**config.mk**
```make
export PLATFORM = sky130hd
export DESIGN_NAME = gpio_irq_port
export DESIGN_NICKNAME = d
export VERILOG_FILES = /design/src/rtl/gpio_pkg.sv /design/src/rtl/gpio_sync.sv /design/src/rtl/gpio_trig_detect.sv /design/src/rtl/gpio_irq_status.sv /design/src/rtl/gpio_irq_port.sv
export SDC_FILE = /design/constraint.sdc
export NUM_CORES = 1
export LEC_CHECK = 0
export ABC_AREA = 1
export BUFFER_PORTS_ARGS = -buffer_cell sky130_fd_sc_hd__buf_2
export CAP_MARGIN = 5
export CORE_MARGIN = 8
export CORE_UTILIZATION = 46
export CTS_CLUSTER_DIAMETER = 50
export DETAILED_ROUTE_END_ITERATION = 7
export PLACE_DENSITY = 0.65
export SYNTH_ARGS = -nofsm -noshare
export SYNTH_HDL_FRONTEND = slang
export SYNTH_HIERARCHICAL = 1
export SYNTH_SLANG_ARGS = --single-unit
```
**constraint.sdc**
```tcl
create_clock -name clk -period 2.1 [get_ports clk]
set_clock_uncertainty 0.05 [all_clocks]
set_input_delay 0.105 -clock clk [delete_from_list [all_inputs] [get_ports clk]]
set_output_delay 0.105 -clock clk [all_outputs]
set_load 0.02 [all_outputs]
```
**src/rtl/gpio_pkg.sv**
```systemverilog
package gpio_pkg;
  localparam int REG_IDX_W = 3;

  typedef enum logic [REG_IDX_W-1:0] {
    REG_DATA   = 3'd0,
    REG_DIR    = 3'd1,
    REG_PAD    = 3'd2,
    REG_CFG_LO = 3'd3,
    REG_CFG_HI = 3'd4,
    REG_MASK   = 3'd5,
    REG_STAT   = 3'd6,
    REG_ANY    = 3'd7
  } reg_sel_e;

  typedef enum logic [1:0] {
    TRIG_LOW  = 2'b00,
    TRIG_HIGH = 2'b01,
    TRIG_RISE = 2'b10,
    TRIG_FALL = 2'b11
  } trig_e;
endpackage

```
**src/rtl/gpio_sync.sv**
```systemverilog
module gpio_sync #(
  parameter int W      = 32,
  parameter int STAGES = 2
) (
  input  logic         clk,
  input  logic         rst_n,
  input  logic [W-1:0] async_in,
  output logic [W-1:0] sync_out
);
  logic [W-1:0] stage_q [STAGES];

  generate
    for (genvar s = 0; s < STAGES; s++) begin : g_stage
      if (s == 0) begin : g_first
        always_ff @(posedge clk) begin
          if (!rst_n) stage_q[0] <= '0;
          else        stage_q[0] <= async_in;
        end
      end else begin : g_next
        always_ff @(posedge clk) begin
          if (!rst_n) stage_q[s] <= '0;
          else        stage_q[s] <= stage_q[s-1];
        end
      end
    end
  endgenerate

  assign sync_out = stage_q[STAGES-1];
endmodule

```
**src/rtl/gpio_trig_detect.sv**
```systemverilog
module gpio_trig_detect
  import gpio_pkg::*;
#(
  parameter int N = 32
) (
  input  logic           clk,
  input  logic           rst_n,
  input  logic [N-1:0]   pin_sync,
  input  logic [2*N-1:0] trig_cfg,
  input  logic [N-1:0]   any_sel,
  output logic [N-1:0]   evt
);
  logic [N-1:0] prev_q;

  always_ff @(posedge clk) begin
    if (!rst_n) prev_q <= '0;
    else        prev_q <= pin_sync;
  end

  generate
    for (genvar p = 0; p < N; p++) begin : g_pin
      trig_e code;
      logic  rise, fall;
      assign code = trig_e'(trig_cfg[2*p +: 2]);
      assign rise = pin_sync[p] & ~prev_q[p];
      assign fall = ~pin_sync[p] & prev_q[p];
      always_comb begin
        if (any_sel[p]) begin
          evt[p] = rise | fall;
        end else begin
          case (code)
            TRIG_LOW:  evt[p] = ~pin_sync[p];
            TRIG_HIGH: evt[p] = pin_sync[p];
            TRIG_RISE: evt[p] = rise;
            default:   evt[p] = fall;
          endcase
        end
      end
    end
  endgenerate
endmodule

```
**src/rtl/gpio_irq_status.sv**
```systemverilog
module gpio_irq_status #(
  parameter int N      = 32,
  parameter int NGROUP = 2
) (
  input  logic              clk,
  input  logic              rst_n,
  input  logic [N-1:0]      evt,
  input  logic              clr_en,
  input  logic [N-1:0]      clr_bits,
  input  logic [N-1:0]      mask,
  output logic [N-1:0]      stat,
  output logic [NGROUP-1:0] irq_grp
);
  localparam int GW = N / NGROUP;

  logic [N-1:0] clr_vec;
  assign clr_vec = clr_en ? clr_bits : '0;

  always_ff @(posedge clk) begin
    if (!rst_n) stat <= '0;
    else        stat <= (stat & ~clr_vec) | evt;
  end

  generate
    for (genvar g = 0; g < NGROUP; g++) begin : g_grp
      assign irq_grp[g] = |(stat[g*GW +: GW] & mask[g*GW +: GW]);
    end
  endgenerate
endmodule

```
**src/rtl/gpio_irq_port.sv**
```systemverilog
module gpio_irq_port
  import gpio_pkg::*;
#(
  parameter int N_PINS      = 32,
  parameter int SYNC_STAGES = 2
) (
  input  logic                 clk,
  input  logic                 rst_n,
  input  logic                 reg_wr_en,
  input  logic [REG_IDX_W-1:0] reg_addr,
  input  logic [N_PINS-1:0]    reg_wdata,
  output logic [N_PINS-1:0]    reg_rdata,
  input  logic [N_PINS-1:0]    pad_in,
  output logic [N_PINS-1:0]    pad_out,
  output logic [N_PINS-1:0]    pad_oe,
  output logic                 irq_lo,
  output logic                 irq_hi
);
  localparam int HALF = N_PINS / 2;

  reg_sel_e sel;
  assign sel = reg_sel_e'(reg_addr);

  logic [N_PINS-1:0] data_q, dir_q, mask_q, any_q, cfg_lo_q, cfg_hi_q;
  logic [N_PINS-1:0] pin_sync, pin_evt, irq_stat;
  logic [1:0]        irq_grp;

  always_ff @(posedge clk) begin
    if (!rst_n) begin
      data_q   <= '0;
      dir_q    <= '0;
      mask_q   <= '0;
      any_q    <= '0;
      cfg_lo_q <= '0;
      cfg_hi_q <= '0;
    end else if (reg_wr_en) begin
      case (sel)
        REG_DATA:   data_q   <= reg_wdata;
        REG_DIR:    dir_q    <= reg_wdata;
        REG_CFG_LO: cfg_lo_q <= reg_wdata;
        REG_CFG_HI: cfg_hi_q <= reg_wdata;
        REG_MASK:   mask_q   <= reg_wdata;
        REG_ANY:    any_q    <= reg_wdata;
        default: ;
      endcase
    end
  end

  gpio_sync #(.W(N_PINS), .STAGES(SYNC_STAGES)) u_sync (
    .clk      (clk),
    .rst_n    (rst_n),
    .async_in (pad_in),
    .sync_out (pin_sync)
  );

  gpio_trig_detect #(.N(N_PINS)) u_detect (
    .clk      (clk),
    .rst_n    (rst_n),
    .pin_sync (pin_sync),
    .trig_cfg ({cfg_hi_q[2*HALF-1:0], cfg_lo_q[2*HALF-1:0]}),
    .any_sel  (any_q),
    .evt      (pin_evt)
  );

  gpio_irq_status #(.N(N_PINS), .NGROUP(2)) u_status (
    .clk      (clk),
    .rst_n    (rst_n),
    .evt      (pin_evt),
    .clr_en   (reg_wr_en && (sel == REG_STAT)),
    .clr_bits (reg_wdata),
    .mask     (mask_q),
    .stat     (irq_stat),
    .irq_grp  (irq_grp)
  );

  always_comb begin
    case (sel)
      REG_DATA:   reg_rdata = data_q;
      REG_DIR:    reg_rdata = dir_q;
      REG_PAD:    reg_rdata = pin_sync;
      REG_CFG_LO: reg_rdata = cfg_lo_q;
      REG_CFG_HI: reg_rdata = cfg_hi_q;
      REG_MASK:   reg_rdata = mask_q;
      REG_STAT:   reg_rdata = irq_stat;
      default:    reg_rdata = any_q;
    endcase
  end

  assign pad_out = data_q;
  assign pad_oe  = dir_q;
  assign irq_lo  = irq_grp[0];
  assign irq_hi  = irq_grp[1];
endmodule

```
# After elaboration in Yosys (flattened, before gate mapping)
# Memory sizes are Yosys's and may differ from the RTL's.
# Index checks and enable logic that the tools add are counted.
# classes
n_mux,70
bitwise_logic,167
n_reduce_logical,42
n_eq_ne,71
# op_table
cell,n
case mux 32 bit (7 select lines),1
2-to-1 mux 32 bit,3
case mux 1 bit (3 select lines),32
bitwise AND 1 bit,64
"equality test 2 x 1 -> 1 bit, second input constant",32
"equality test 2 bit, second input constant",32
zero test 2 bit,32
NOT 1 bit,64
2-to-1 mux 1 bit,34
bitwise OR 1 bit,34
bitwise AND 16 bit,2
bitwise AND 32 bit,1
NOT 32 bit,1
bitwise OR 32 bit,1
OR reduction 16 bit,2
"equality test 3 bit, second input constant",4
AND reduction 2 bit,6
"equality test 3 x 2 -> 1 bit, second input constant",2
"equality test 3 x 1 -> 1 bit, second input constant",1
zero test 3 bit,1
logical AND 1 bit,1
# word_totals
output_inout_bits,98
mem_bits_rw,64
elab_cells,359
ff_bits,256
n_memories,1
# memory_table
name,words,word_bits,rd,rd_ports_with_merged_regs,write_ports,line_no,source
u_sync.stage_q,2,32,2,0,2,gpio_sync.sv:10,logic [W-1:0] stage_q [STAGES];

# Longest topological paths before layout
# Gate-level depths: netlist of the first run.
# depth
depth_word,6
mapped_depth,10
depth_no_buf,8

# Modules after synthesis
# Netlist of the first run, hierarchy kept.
# by_module_without_submodules
mod,n_inst,cells_each,area_per_inst_um2
gpio_irq_port,1,1358,9096.2
gpio_trig_detect,1,643,3757.4
gpio_sync,1,199,1840.5
gpio_irq_status,1,205,1357.6

# Worst setup path after synthesis of the first run
# Ideal clock, no wire load.
# synth_path
path_kind,input-to-reg
startpoint,input port reg_addr[2]
endpoint,register u_status.stat[0]
arrival_time_ps,1882
n_path_buf,5
stages,10
setup_slack_ps,40
t_required_ps,1922
cell_sequence,buf_4 > inv_2 > buf_4 > buf_2 > buf_2 > nor4_1 > buf_6 > nand2_1 > a21oi_1 > nor2_1
# synth_between
elab_chain_cells,6
# synth_lines
item,line_no,source
start: declaration,gpio_irq_port.sv:10,"input logic [REG_IDX_W-1:0] reg_addr,"
equality test 3 bit,gpio_irq_port.sv:69,".clr_en (reg_wr_en && (sel == REG_STAT)),"
logical AND 1 bit,gpio_irq_port.sv:69,
2-to-1 mux 32 bit,gpio_irq_status.sv:17,assign clr_vec = clr_en ? clr_bits : '0;
NOT 32 bit,gpio_irq_status.sv:21,else stat <= (stat & ~clr_vec) | evt;
bitwise AND 32 bit,gpio_irq_status.sv:21,
bitwise OR 32 bit,gpio_irq_status.sv:21,
end signal: assignment,gpio_irq_status.sv:21,
end: declaration,gpio_irq_status.sv:11,"output logic [N-1:0] stat,"
# No other way between the ends.
# A chain may end at the register's enable or synchronous reset.

# Final worst setup path of the first run
# layout_path
startpoint,input port reg_addr[2]
endpoint,output port reg_rdata[17]
# layout_between
elab_chain_cells,2
word_cells_on_any_way,8
cone_classes,eq/ne: 6; mux: 1; reduce/logical: 1
# layout_lines
item,line_no,source
equality test 3 bit (tied with other cells),gpio_irq_port.sv:77,case (sel)
case mux 32 bit (7 select lines) (*),gpio_irq_port.sv:77,
end: declaration,gpio_irq_port.sv:12,"output logic [N_PINS-1:0] reg_rdata,"
# Every way passes the cells marked *; elsewhere a longest branch is shown, timed or not.

==> impl_metrics.env, run 1 <==
export IMPL_power_static_leakage_nw=9.171
export IMPL_grt_overflow_total=0
export IMPL_timing_critical_path_fanout_max=18
export IMPL_path_clk_slew_ps=60
export IMPL_report_final_setup_viol=0
export IMPL_crit_path_end_kind="primary output"
export IMPL_maxClockFrequency_ghz=0.5446
export IMPL_grt_start_max_net_pins=99
export IMPL_total_clock_buffers_created_by_cts=40
export IMPL_timing_slew_headroom_pct=67.30
export IMPL_ys_seq_area_share_pct=39.91
export IMPL_power_density_cell_area_nw_per_um2=766.1
export IMPL_remaining_drc_errors=1
export IMPL_detail_route_vias_per_cell=5.393
export IMPL_tritoncts="built"
export IMPL_yosys_warnings=6
export IMPL_crit_slowest_cell="sky130_fd_sc_hd__clkinv_2"
export IMPL_critPathKind="input pin to primary output"
export IMPL_synth_seq_cells=320
export IMPL_floorplan_rows=68
export IMPL_initial_core_util_pct=46.58
export IMPL_cts_root_buf="sky130_fd_sc_hd__clkbuf_16"
export IMPL_drt_pre_antenna_iters=7
export IMPL_layout_drive_gt1_share_pct=11.30
export IMPL_vdd_ir_drop_worst_uv=753.4
export IMPL_worstPathRequired_ps=1950
export IMPL_outcome="finished with violations"
export IMPL_post_synth_num_cell_types=22
export IMPL_synthDominantCellAreaShare_pct=39.91
export IMPL_met3_length_um=4601
export IMPL_max_slew_worst_pin_slew_ps=490.6
export IMPL_number_of_global_route_vias_before_repair=15370
export IMPL_timing_setup_tns_ps=0
export IMPL_vias=16680
export IMPL_htree_num_levels=2
export IMPL_rsz0062_at_grt="no"
export IMPL_dp_hpwl_um=36720
export IMPL_period_share_pct=87.43
export IMPL_synth_net_count=2539
export IMPL_cell_chain_critical_path="buf_2 -> clkinv_2 -> nand2_1 -> buf_4 -> buf_4 -> nor2_1 -> nor2_1 -> nand3_1 -> buf_2"
export IMPL_drt_met1_wl_um=23630
export IMPL_wl_met2_um=24920
export IMPL_cts_repair_resized=0
export IMPL_post_cts_buffers=0
export IMPL_period_needed_ps=1836
export IMPL_route_detailed_wl_per_inst_um=17.81
export IMPL_timing_critical_path_slowest_cell_delay_ps=320
export IMPL_drt_total_wl_um=55090
export IMPL_top_layer_used="met4"
export IMPL_post_layout_nonfiller_instances=3093
export IMPL_drv_max_cap_violation_count=0
export IMPL_insertedDiodeCount=0
export IMPL_cts_root_to_sink_buffers=3
export IMPL_gp_routability_congestion=0.8698
export IMPL_groute_usage_overall_pct=25.69
export IMPL_finalNetCount=2742
export IMPL_hold_viol_final=0
export IMPL_grt_pass1_wl_um=85240
export IMPL_die_boundary_width_um=202.8
export IMPL_violations_in_the_final_reports="design-rule violations"
export IMPL_hp_class="input pin to flop"
export IMPL_max_slew_vio_count=0
export IMPL_netlist_area_um2=16050
export IMPL_antenna_violating_nets_post_route=0
export IMPL_synth_cells=2405
export IMPL_io_pins=168
export IMPL_number_of_antenna_violations_at_the_first_check_in_global_routing=0
export IMPL_clkLatencyLatePin_ps=550
export IMPL_die_area_um2=41130
export IMPL_clock_sink_total=320
export IMPL_synthesis_area_per_instance_um2=6.674
export IMPL_buffer_ports_inserted=167
export IMPL_worstSetupStartpointType="input pin"
export IMPL_area_of_the_core_region_um2=34460
export IMPL_area_growth_synth_to_final_pct=20.83
export IMPL_netlist_top_cells_area="sky130_fd_sc_hd__dfxtp_1, sky130_fd_sc_hd__nand2_1, sky130_fd_sc_hd__nor2_1, sky130_fd_sc_hd__inv_1, sky130_fd_sc_hd__nand3_1"
export IMPL_yosys_area_top_type="sky130_fd_sc_hd__dfxtp_1"
export IMPL_fillCellCount=3287
export IMPL_holdBufCountCts=77
export IMPL_detail_route_iter0_violations=1452
export IMPL_dp_cells=2944
export IMPL_critical_path_arrival_ps=1680
export IMPL_chipHeight_um=202.8
==> per-stage QoR <==
| step | setup slack (ps) | power, mW | utilization, % | area (um^2) | hold slack [ps] |
|---|---|---|---|---|---|
| global route | 167.3 | 15.37 | 56.29 | 19390 | 174.5 |
| detailed placement | 317.9 | 8.172 | 50.33 | 17340 | 237.8 |
| finish | 263.9 | 14.86 | 56.29 | 19390 | 161.7 |
| global placement | 358.9 | 8.131 | 50.33 | 17340 | 235.2 |
| CTS | 247.8 | 14.92 | 56.29 | 19390 | 148.1 |
| floorplan | 40.46 | 7.532 | - | 16050 | 152.6 |
==> layout make-up <==
type	instances	area, um^2	area share [%]
clock buffer	58	1180	6.083
clock inverter	14	101.3	0.5225
inverter	342	1285	6.625
multi-input combinational	1607	7702	39.71
sequential	320	6406	33.03
tap	455	569.3	2.935
timing repair buffer	297	2151	11.09
==> layout by cell type, fill, tap and decap left out <==
cell / count
sky130_fd_sc_hd__a21oi_1: 160
sky130_fd_sc_hd__buf_12: 11
sky130_fd_sc_hd__buf_2: 165
sky130_fd_sc_hd__buf_4: 43
sky130_fd_sc_hd__buf_6: 1
sky130_fd_sc_hd__clkbuf_1: 8
sky130_fd_sc_hd__clkbuf_16: 41
sky130_fd_sc_hd__clkbuf_8: 9
sky130_fd_sc_hd__clkinv_2: 6
sky130_fd_sc_hd__clkinv_4: 1
sky130_fd_sc_hd__clkinvlp_4: 4
sky130_fd_sc_hd__dfxtp_1: 320
sky130_fd_sc_hd__dlygate4sd3_1: 77
sky130_fd_sc_hd__ha_1: 64
sky130_fd_sc_hd__inv_1: 337
sky130_fd_sc_hd__inv_2: 4
sky130_fd_sc_hd__inv_6: 3
sky130_fd_sc_hd__inv_8: 1
sky130_fd_sc_hd__nand2_1: 534
sky130_fd_sc_hd__nand3_1: 194
sky130_fd_sc_hd__nand3_2: 3
sky130_fd_sc_hd__nand4_1: 130
sky130_fd_sc_hd__nand4_2: 1
sky130_fd_sc_hd__nor2_1: 356
sky130_fd_sc_hd__nor2_2: 1
sky130_fd_sc_hd__nor2_4: 3
sky130_fd_sc_hd__nor4_2: 1
sky130_fd_sc_hd__o21ai_0: 121
sky130_fd_sc_hd__o21ai_1: 7
sky130_fd_sc_hd__o21bai_1: 32
==> critical path, delay by kind of cell <==
kind	cells	cell delay (ps)
AND/OR/NAND/NOR	4	470
buffers and inverters	5	1090
==> report_power, final <==
| group | internal [mW] | switching [mW] |
|---|---|---|
| combinational | 0.562 | 1.07 |
| sequential | 6.32 | 0.238 |
| clock | 3.92 | 2.75 |
==> path summary, 6_finish.rpt <==
kind	from	endpoint	depth (start not counted)	slack (ps)
worst max-delay path	reg_addr[2]	reg_rdata[17]	9	260
worst max register to register	u_sync/stage_q[1][25]	u_status/stat[25]	8	530
worst min-delay path	reg_wr_en	pad_oe[1]	5	160
worst min register to register	u_sync/stage_q[0][4]	u_sync/stage_q[1][4]	2	360
==> synthesized netlist by cell type <==
| master | count |
|---|---|
| sky130_fd_sc_hd__nand3_1 | 195 |
| sky130_fd_sc_hd__nand4_1 | 130 |
| sky130_fd_sc_hd__buf_2 | 27 |
| sky130_fd_sc_hd__ha_1 | 64 |
| sky130_fd_sc_hd__nor4_1 | 1 |
| sky130_fd_sc_hd__nand3_2 | 2 |
| sky130_fd_sc_hd__buf_6 | 13 |
| sky130_fd_sc_hd__buf_1 | 13 |
| sky130_fd_sc_hd__o21ai_1 | 7 |
| sky130_fd_sc_hd__nand2_1 | 534 |
| sky130_fd_sc_hd__nand4_2 | 1 |
| sky130_fd_sc_hd__nor2_4 | 2 |
| sky130_fd_sc_hd__inv_2 | 5 |
| sky130_fd_sc_hd__nor2_2 | 2 |
| sky130_fd_sc_hd__dfxtp_1 | 320 |
| sky130_fd_sc_hd__nor2_1 | 356 |
| sky130_fd_sc_hd__o21bai_1 | 32 |
| sky130_fd_sc_hd__clkbuf_1 | 74 |
| sky130_fd_sc_hd__o21ai_0 | 121 |
| sky130_fd_sc_hd__inv_1 | 337 |
| sky130_fd_sc_hd__a21oi_1 | 160 |
| sky130_fd_sc_hd__buf_4 | 9 |
==> registers in the layout (all words and copies together) (netlist names) <==
register,flops
any_q,32
u_status/stat,32
pad_out,32
cfg_hi_q,32
pad_oe,32
u_detect/prev_q,32
u_sync/stage_q,64
cfg_lo_q,32
mask_q,32
==> cells by family (layout without fill, tap and decap cells) <==
logic type               after synthesis  count (layout)  synth area share [%]
AND/OR/NAND/NOR                     1223            1223                 32.42
flip-flops                           320             320                 39.91
adder cells (fa/ha/maj)               64              64                 4.989
AO/OA/AOI/OAI                        320             320                 10.48
buffers and inverters                478             711                 12.21
==> per-layer routing <==
metal / track usage [%] / vias up
met4: 10.46 / 0
met1: 34.09 / 7761
met3: 3.570 / 123
met2: 41.57 / 750
met5: 0 / -
li1: - / 8048
(Power assumes the default switching activity.)
==> inputs of run 2 (changes only) <==
PLACE_DENSITY = 0.63   (was 0.65)
REMOVE_ABC_BUFFERS = 1   (was not set)
clock period = 2.3 ns   (was 2.1 ns; I/O delays follow)
==> run 2 against run 1 <==
Compared with the run above: the run now ends clean; sequential power is 9.1% lower; critical path depth down 1; flip-flop and latch count unchanged; final cell count fell by 0.26%; clock power hardly changed; die area did not move; worst setup slack better by 270 ps; worst hold slack got worse by 61 ps; first-iteration DRC count is 8.7% lower; cell area about the same; via count shrank 1.9%; total power decreased by 5.2%.
==> impl_metrics.env, run 2 (synthesis results as in run 1) <==
export IMPL_outcome="finished, final reports clean"
export IMPL_initial_core_util_pct=46.58
export IMPL_hold_viol_final=0
export IMPL_crit_path_end_kind="primary output"
export IMPL_io_pins=168
export IMPL_post_route_core_utilization_pct=56.28
export IMPL_worstPathRequired_ps=2130
export IMPL_layout_common_cells="sky130_fd_sc_hd__nand2_1, sky130_fd_sc_hd__nor2_1, sky130_fd_sc_hd__inv_1"
export IMPL_power_static_leakage_nw=9.193
export IMPL_dp_hpwl_um=34400
export IMPL_timing_critical_path_fanout_max=40
export IMPL_cts_root_to_sink_buffers=3
export IMPL_drt_total_wl_um=53460
export IMPL_crit_slowest_cell="sky130_fd_sc_hd__buf_4"
export IMPL_insertedDiodeCount=0
export IMPL_timing_critical_path_slowest_cell_delay_ps=530
export IMPL_rrSetupSlack_ps=900
export IMPL_grt_overflow_total=0
export IMPL_rsz0062_at_grt="no"
export IMPL_grt_start_max_net_pins=76
export IMPL_layout_drive_gt1_share_pct=11.52
export IMPL_layout_setup_ws_ps=530.1
export IMPL_period_needed_ps=1770
export IMPL_largest_register="u_sync/stage_q"
export IMPL_die_boundary_width_um=202.8
export IMPL_fillCellCount=3280
export IMPL_area_growth_synth_to_final_pct=20.82
export IMPL_chipHeight_um=202.8
export IMPL_area_of_the_core_region_um2=34460
export IMPL_drv_max_cap_violation_count=0
export IMPL_floorplan_rows=68
export IMPL_groute_usage_overall_pct=25.29
export IMPL_finalNetCount=2732
export IMPL_detail_route_iter0_violations=1325
export IMPL_max_slew_vio_count=0
export IMPL_cts_root_buf="sky130_fd_sc_hd__clkbuf_16"
export IMPL_timing_slew_headroom_pct=47.35
export IMPL_hp_class="input pin to flop"
export IMPL_max_slew_worst_pin_slew_ps=789.8
export IMPL_vdd_ir_drop_worst_uv=482.6
export IMPL_vias=16370
export IMPL_path_clk_slew_ps=50
export IMPL_total_clock_buffers_created_by_cts=41
export IMPL_cell_chain_critical_path="buf_2 -> inv_2 -> buf_4 -> nand4_1 -> nand2_1 -> nor2_1 -> nand3_1 -> buf_2"
export IMPL_remaining_drc_errors=0
export IMPL_report_power_total_mw=14.09
export IMPL_htree_num_levels=2
export IMPL_critical_path_arrival_ps=1600
export IMPL_detailed_place_area_um2=17310
export IMPL_route_detailed_wl_per_inst_um=17.33
export IMPL_most_common_cell_after_layout_fill_and_taps_aside="sky130_fd_sc_hd__nand2_1"
export IMPL_worstSetupStartpointType="input pin"
export IMPL_final_design_area_no_fill_um2=19390
export IMPL_maxClockFrequency_ghz=0.5650
export IMPL_pre_cts_setup_slack_ps=537.8
export IMPL_clock_sink_total=320
export IMPL_dp_cells=2945
export IMPL_die_area_um2=41130
export IMPL_hold_path_depth=6
export IMPL_reg2reg_depth=8
export IMPL_cp_most_frequent_cell="sky130_fd_sc_hd__buf_2"
export IMPL_detail_route_vias_per_cell=5.305
export IMPL_power_density_cell_area_nw_per_um2=726.7
export IMPL_post_layout_nonfiller_instances=3085
export IMPL_critPathKind="input pin to primary output"
export IMPL_clkLatencyLatePin_ps=540
export IMPL_buffer_ports_inserted=167
export IMPL_number_of_global_route_vias_before_repair=15840
export IMPL_tritoncts="built"
export IMPL_drt_pre_antenna_iters=5
export IMPL_report_final_setup_viol=0
export IMPL_number_of_antenna_violations_at_the_first_check_in_global_routing=1
export IMPL_cts_repair_resized=0
export IMPL_largest_register_ff_count=64
export IMPL_grt_pass1_wl_um=84970
export IMPL_period_share_pct=76.95
export IMPL_antenna_violating_nets_post_route=0
export IMPL_gp_routability_congestion=0.8289
run 2: cell types whose count changed in the layout (fill, tap and decap cells not counted):
cell	before	now
sky130_fd_sc_hd__inv_6	3	4
sky130_fd_sc_hd__clkinv_2	6	4
sky130_fd_sc_hd__bufinv_16	0	4
sky130_fd_sc_hd__clkbuf_8	9	8
sky130_fd_sc_hd__clkbuf_16	41	43
sky130_fd_sc_hd__buf_12	11	8
sky130_fd_sc_hd__inv_8	1	0
sky130_fd_sc_hd__clkbuf_1	8	7
sky130_fd_sc_hd__buf_4	43	47
sky130_fd_sc_hd__clkinv_4	1	2
sky130_fd_sc_hd__dlygate4sd3_1	77	65
run 2: layout make-up:
type | instances | area, um^2 | area share, %
Multi-Input combinational cell | 1607 | 7702 | 39.72
Sequential cell | 320 | 6406 | 33.03
Timing Repair Buffer | 286 | 2001 | 10.32
Inverter | 342 | 1285 | 6.626
Clock buffer | 58 | 1212 | 6.252
Tap cell | 455 | 569.3 | 2.935
Clock inverter | 17 | 217.7 | 1.123
run 2: critical path: cells and delay by family:
kind | cells | cell delay (ps)
buffers and inverters | 4 | 1040
and+or+nand+nor | 4 | 440
run 2: power by group:
| group | leakage, nW | switching (mW) | internal (mW) |
|---|---|---|---|
| registers | 2.62 | 0.191 | 5.77 |
| clock network | 0.691 | 2.52 | 4.15 |
| logic | 5.88 | 0.969 | 0.492 |
run 2: layer usage:
layer / share of wire (%) / vias to the layer above / global-route usage [%] / routed length [um]
met2: 47 / 579 / 42.87 / 24920
li1: - / 8024 / - / -
met4: 2.8 / 2 / 8.340 / 1471
met1: 43 / 7650 / 32.22 / 23210
met5: 0.028 / - / 0 / 15
met3: 7.2 / 112 / 4.351 / 3848
run 2: timing repair:
action                                 4_1_cts  5_1_grt
hold buffers                                65        0
endpoints found under the hold margin      258        0
setup buffers                                0        0
run 2: final timing paths:
path                      endpoint                  start
max                  reg_rdata[18]            reg_addr[0]
min              u_status/stat[12]            reg_addr[2]
max reg2reg      u_status/stat[25]  u_sync/stage_q[1][25]
min reg2reg  u_sync/stage_q[1][30]  u_sync/stage_q[0][30]
run 2: through the flow:
stage | hold WS (ps) | setup TNS [ps]
global route | 115.6 | 0
floorplan | 158.5 | -62640
detailed placement | 250.2 | 0
finish | 100.5 | 0
CTS | 81.40 | 0
global placement | 247.2 | 0
